===== config.mk =====
export PLATFORM = sky130hd
export DESIGN_NAME = sdh_srst_top
export DESIGN_NICKNAME = d
export VERILOG_FILES = /design/src/rtl/sdh_srst_pkg.sv /design/src/rtl/sdh_srst_req.sv /design/src/rtl/sdh_srst_regs.sv /design/src/rtl/sdh_srst_top.sv
export SDC_FILE = /design/constraint.sdc
export NUM_CORES = 1
export LEC_CHECK = 0
export BUFFER_PORTS_ARGS = -buffer_cell sky130_fd_sc_hd__buf_2
export CAP_MARGIN = 20
export CORE_AREA = 5 5 83 85
export DETAILED_ROUTE_END_ITERATION = 8
export DIE_AREA = 0 0 88 90
export HOLD_SLACK_MARGIN = 0.06
export PLACE_DENSITY = 0.68
export SETUP_SLACK_MARGIN = 0.3
export SYNTH_ARGS = -nofsm -noshare
export SYNTH_HDL_FRONTEND = slang
export SYNTH_HIERARCHICAL = 1
export SYNTH_SLANG_ARGS = --single-unit

===== constraint.sdc =====
create_clock -name clk -period 1.4 [get_ports clk]
set_input_delay 0.07 -clock clk [delete_from_list [all_inputs] [get_ports clk]]
set_output_delay 0.07 -clock clk [all_outputs]
set_load 0.01 [all_outputs]

===== src/rtl/sdh_srst_pkg.sv =====
package sdh_srst_pkg;
  localparam int          NREG     = 6;
  localparam logic [7:0]  REG_BASE = 8'h20;
  localparam logic [7:0]  SRR_ADDR = 8'h2F;

  // register index: 0 pstate low, 1 card/line, 2 gap ctl, 3 int status,
  // 4 host ctl, 5 buffer pointer
  localparam logic [NREG-1:0][7:0] MASK_ALL = {8'hFF, 8'hFF, 8'hFF, 8'hFF, 8'h00, 8'hFF};
  localparam logic [NREG-1:0][7:0] MASK_DAT = {8'hFF, 8'h00, 8'h3E, 8'h03, 8'h00, 8'h7E};
  localparam logic [NREG-1:0][7:0] MASK_CMD = {8'h00, 8'h00, 8'h01, 8'h00, 8'h00, 8'h01};
endpackage


===== src/rtl/sdh_srst_req.sv =====
module sdh_srst_req #(
  parameter int CAP_LAT = 4
) (
  input  logic       clk,
  input  logic       rst,
  input  logic       req_wr,
  input  logic [2:0] req_bits,
  output logic [2:0] req_q
);
  localparam int CNT_W = $clog2(CAP_LAT + 1);

  logic [CNT_W-1:0] cap_cnt;

  always_ff @(posedge clk) begin
    if (rst) begin
      req_q   <= '0;
      cap_cnt <= '0;
    end else begin
      req_q[2:1] <= 2'b00;
      if (req_q[0]) begin
        if (cap_cnt == CNT_W'(CAP_LAT - 1)) req_q[0] <= 1'b0;
        else                               cap_cnt  <= cap_cnt + 1'b1;
      end
      if (req_wr) begin
        if (req_bits[0]) begin
          req_q[0] <= 1'b1;
          cap_cnt  <= '0;
        end else if (!req_q[0]) begin
          req_q[2:1] <= req_bits[2:1];
        end
      end
    end
  end
endmodule


===== src/rtl/sdh_srst_regs.sv =====
module sdh_srst_regs
  import sdh_srst_pkg::*;
(
  input  logic                 clk,
  input  logic                 rst,
  input  logic                 wr,
  input  logic [7:0]           addr,
  input  logic [7:0]           wdata,
  input  logic                 clr_all,
  input  logic                 clr_cmd,
  input  logic                 clr_dat,
  output logic [NREG-1:0][7:0] regs
);
  for (genvar i = 0; i < NREG; i++) begin : g_reg
    logic       hit;
    logic       blocked;
    logic [7:0] clr;
    logic [7:0] nxt;

    assign hit     = wr && (addr == REG_BASE + 8'(i));
    assign blocked = (clr_all && (MASK_ALL[i] != 8'h00)) ||
                     (clr_cmd && (MASK_CMD[i] != 8'h00)) ||
                     (clr_dat && (MASK_DAT[i] != 8'h00));
    assign clr     = (clr_all ? MASK_ALL[i] : 8'h00) |
                     (clr_cmd ? MASK_CMD[i] : 8'h00) |
                     (clr_dat ? MASK_DAT[i] : 8'h00);
    assign nxt     = (hit && !blocked) ? wdata : regs[i];

    always_ff @(posedge clk) begin
      if (rst) regs[i] <= 8'h00;
      else     regs[i] <= nxt & ~clr;
    end
  end
endmodule


===== src/rtl/sdh_srst_top.sv =====
module sdh_srst_top
  import sdh_srst_pkg::*;
#(
  parameter int CAP_LAT = 4
) (
  input  logic       clk,
  input  logic       rst,
  input  logic [7:0] bus_addr,
  input  logic       bus_wr,
  input  logic [7:0] bus_wdata,
  output logic [7:0] bus_rdata,
  output logic       rst_all_o,
  output logic       rst_cmd_o,
  output logic       rst_dat_o
);
  logic [2:0]           req_q;
  logic [NREG-1:0][7:0] regs;
  logic [7:0]           rd_mux;

  sdh_srst_req #(.CAP_LAT(CAP_LAT)) u_req (
    .clk      (clk),
    .rst      (rst),
    .req_wr   (bus_wr && (bus_addr == SRR_ADDR)),
    .req_bits (bus_wdata[2:0]),
    .req_q    (req_q)
  );

  sdh_srst_regs u_regs (
    .clk     (clk),
    .rst     (rst),
    .wr      (bus_wr),
    .addr    (bus_addr),
    .wdata   (bus_wdata),
    .clr_all (req_q[0]),
    .clr_cmd (req_q[1]),
    .clr_dat (req_q[2]),
    .regs    (regs)
  );

  assign rst_all_o = req_q[0];
  assign rst_cmd_o = req_q[1];
  assign rst_dat_o = req_q[2];

  always_comb begin
    rd_mux = 8'h00;
    if (bus_addr == SRR_ADDR) rd_mux = {5'b0, req_q};
    for (int i = 0; i < NREG; i++)
      if (bus_addr == REG_BASE + 8'(i)) rd_mux = regs[i];
  end

  always_ff @(posedge clk) begin
    if (rst) bus_rdata <= 8'h00;
    else     bus_rdata <= rd_mux;
  end
endmodule


==> reports/results.tsv <==
metric	value	unit
status	completed	
TritonCTS clock tree	built	
main area contributors after synthesis	dfxtp_1, mux2i_1, nand2_1	
layout cells sized above 1	42.05	%
drt first pass iters	4	
Final Util	66.66	%
crit path capture type	register	
setup violators final	0	
Syn Nets	321	
WP data arrival	1520	ps
part of the cycle the worst path needs	93.14	%
#FFs+latches synth	62	
Post-synth EDFFs	0	
core box area	6132	sq um
DR vias	2496	
Cell Area, Synth	2945	sq um
simple-gate share of the synthesized area	23.28	%
clock skew	14.11	ps
final hold violations	0	
RSZ-0062 raised after global routing	yes	
f_max	766.9	MHz
crit-path cells	buf_4, nor4_4, nand4b_1, buf_6, mux2i_1	
Reg2Reg Capture Point	u_regs/regs[7]	
met2 Use GR	33.86	%
Max-cap violations	0	
Vias/cell	5.571	
Clock Sink Count	62	
mux cell area share after synthesis	22.60	%
WL final	8417	um
first-pass GRT wire length	12470	um
DRC Markers	0	
P_leak	1.828	nW
Post-Synth XOR/XNOR Area	0	%
critical path type	reg2reg	
overall routing resource usage	20.69	%
Slew headroom	77.26	%
row count	29	
fill cell count	467	
Synth Area in Compound Gates	7.604	%
CTS Buffer Depth	2	
max-slew violations	0	
GR Util met3	2.742	%
count of buffers from port buffering	29	
met1 Usage GRT	26.82	%
H-tree depth	3	
Die Ht	90	um
largest family of logic cells by synthesized area	simple AND/OR/NAND/NOR gates	
top-area cell type share of the netlist area	42.14	%
Synth warnings	6	
post-synth top area cell	dfxtp_1	
Fin Setup TNS	0	ps
Slew @ Worst Pin	341.1	ps
R2R Setup Slk	100	ps
# nets final	386	
Crit-path slowest cell	dfxtp_4	
syn_area_per_cell	9.785	sq um
Overflow after GRT	0	
post-synthesis adder-cell area fraction	0.4248	%
type of the most critical hold path	in2reg	
largest net degree at the start of global routing	30	
Critical Path Sink	u_regs/regs[7]	
Startpoint Class	register	
vias in the first global route	2444	
Post-Syn Instances	301	
Crit Path Max Fanout	8	
Initial DRC Count	98	
CP max stage delay	410	ps
Die X	88	um
Crit path required time	1620	ps
HPWL Detailed	5104	um
Top Ports	30	
PD cells	933.8	nW/um^2
synth unique cells	46	
Layout Area Growth over Synthesis	38.79	%
fin crit period	1304	ps
R2R cell count	5	
Final GP Congestion	0.8236	
Synth async-reset ratio	0	%
Post-DRT Antenna Nets	0	
Initial Util	48.03	%
clk_lat worst skew	350	ps
post-DR wirelength/cell	18.79	um
Root Buffer	clkbuf_8	
sequential area share after synthesis	42.14	%
TritonCTS buffer count	9	
top_reg_cell synth	dfxtp_1	
die area	7920	sq um
Peak VDD IR	0.6141	mV
Crit. Startpoint	u_req/req_q[0]	
Reg clk slew, reported paths	80	ps
initial antenna violation count	0	
Most Crowded Layer GR	met2	
Diodes inserted	0	
Worst R2R Start	u_req/req_q[0]	
## layer usage
layer	wire length, um	part of all wire, %
met1	3739	44
met2	4120	49
met3	350	4.2
met4	207	2.5
met5	0	0
## worst max-delay path: cells and delay by family (launching register included)
| kind | cells | cell delay (ps) |
|---|---|---|
| simple gates | 2 | 280 |
| flops | 1 | 410 |
| buf+inv | 2 | 350 |
| mux | 1 | 120 |
## registers in the layout, summed over array words and instances, names as in the netlist
register       count
bus_rdata          8
u_regs/regs       48
u_req/cap_cnt      3
u_req/req_q        3
## worst min-delay path by stage
stage | end | slack (ps) | start | depth (start not counted)
CTS | u_req/req_q[0] | 100 | rst | 2
detailed placement | u_regs/regs[47] | 350 | bus_wdata[7] | 3
global placement | u_regs/regs[47] | 350 | bus_wdata[7] | 3
floorplan | u_req/req_q[0] | 130 | rst | 1
finish | u_req/req_q[0] | 100 | rst | 2
global route | u_req/req_q[0] | 130 | rst | 2
## layout make-up
class	instances	area [sq um]	area share (%)
multi-input combinational	218	1841	45.03
sequential	62	1270	31.07
timing repair buffer	71	654.4	16.01
clock buffer	13	168.9	4.132
tap	77	96.34	2.357
clock inverter	3	42.54	1.041
inverter	4	15.01	0.3673
## per-stage QoR
step	power (W)	cells	hold slack, ps	setup WS, ps	area (sq um)
floorplan	0.001966	301	131.9	135.5	3087
global placement	0.002083	410	350.7	-29.28	3406
detailed placement	0.002088	410	349.4	-57.83	3406
CTS	0.003801	439	96.86	100.7	3840
global route	0.003955	448	134.5	53.92	4088
finish	0.003817	448	99.97	96.09	4088
## timing repair
action / 4_1_cts / 5_1_grt
endpoints found under the hold margin: 28 / 0
gates resized for setup: 22 / 46
hold buffers: 8 / 0
cloned: 1 / 3
endpoints found under the setup margin: 49 / 53
pin swaps: 14 / 24
buffers inserted: 4 / 6
## cells in the final DEF (no fill, tap or decap), drive strengths merged, types with 2 or more instances in the layout
cell type / count
nand2: 63
nor2b: 7
and3b: 2
nor3: 5
o32a: 2
o211a: 5
mux2i: 53
dfxtp: 62
a211oi: 4
clkbuf: 16
mux2: 4
inv: 4
and2: 2
dlygate4sd3: 8
nor2: 8
a32oi: 2
nand3: 3
nand2b: 19
o21ai: 10
and3: 2
a21oi: 3
mux4: 4
buf: 60
nor4b: 5
## cells by family (layout without fill, tap and decap cells)
group / count (synthesis) / after routing
and+or+nand+nor: 125 / 125
muxes: 61 / 61
DFF: 62 / 62
adders and majority gates: 1 / 1
AOI/OAI and AO/OA: 31 / 31
buffers and inverters: 21 / 91
## Yosys cell counts (2+ instances only)
cell      instances
dfxtp_1          62
nand2_1          62
mux2i_1          53
nand2b_1         19
o21ai_0          10
nor2_1            8
nor2b_1           7
buf_2             6
clkbuf_1          5
o211a_1           5
a211oi_1          4
buf_4             4
mux2_2            4
mux4_2            4
nor3_1            4
nor4b_1           4
a21oi_1           3
inv_1             3
a32oi_1           2
and2_1            2
and3b_1           2
buf_6             2
nand3_2           2
o32a_2            2
## power by group
part	switching (W)	internal (W)	total (W)
sequential	0.00000144	0.00176	0.00176
clock	0.000712	0.000966	0.00168
combinational	0.000201	0.000176	0.000376
total	0.000914	0.00290	0.00382
Power figures use the tool's default switching activity.
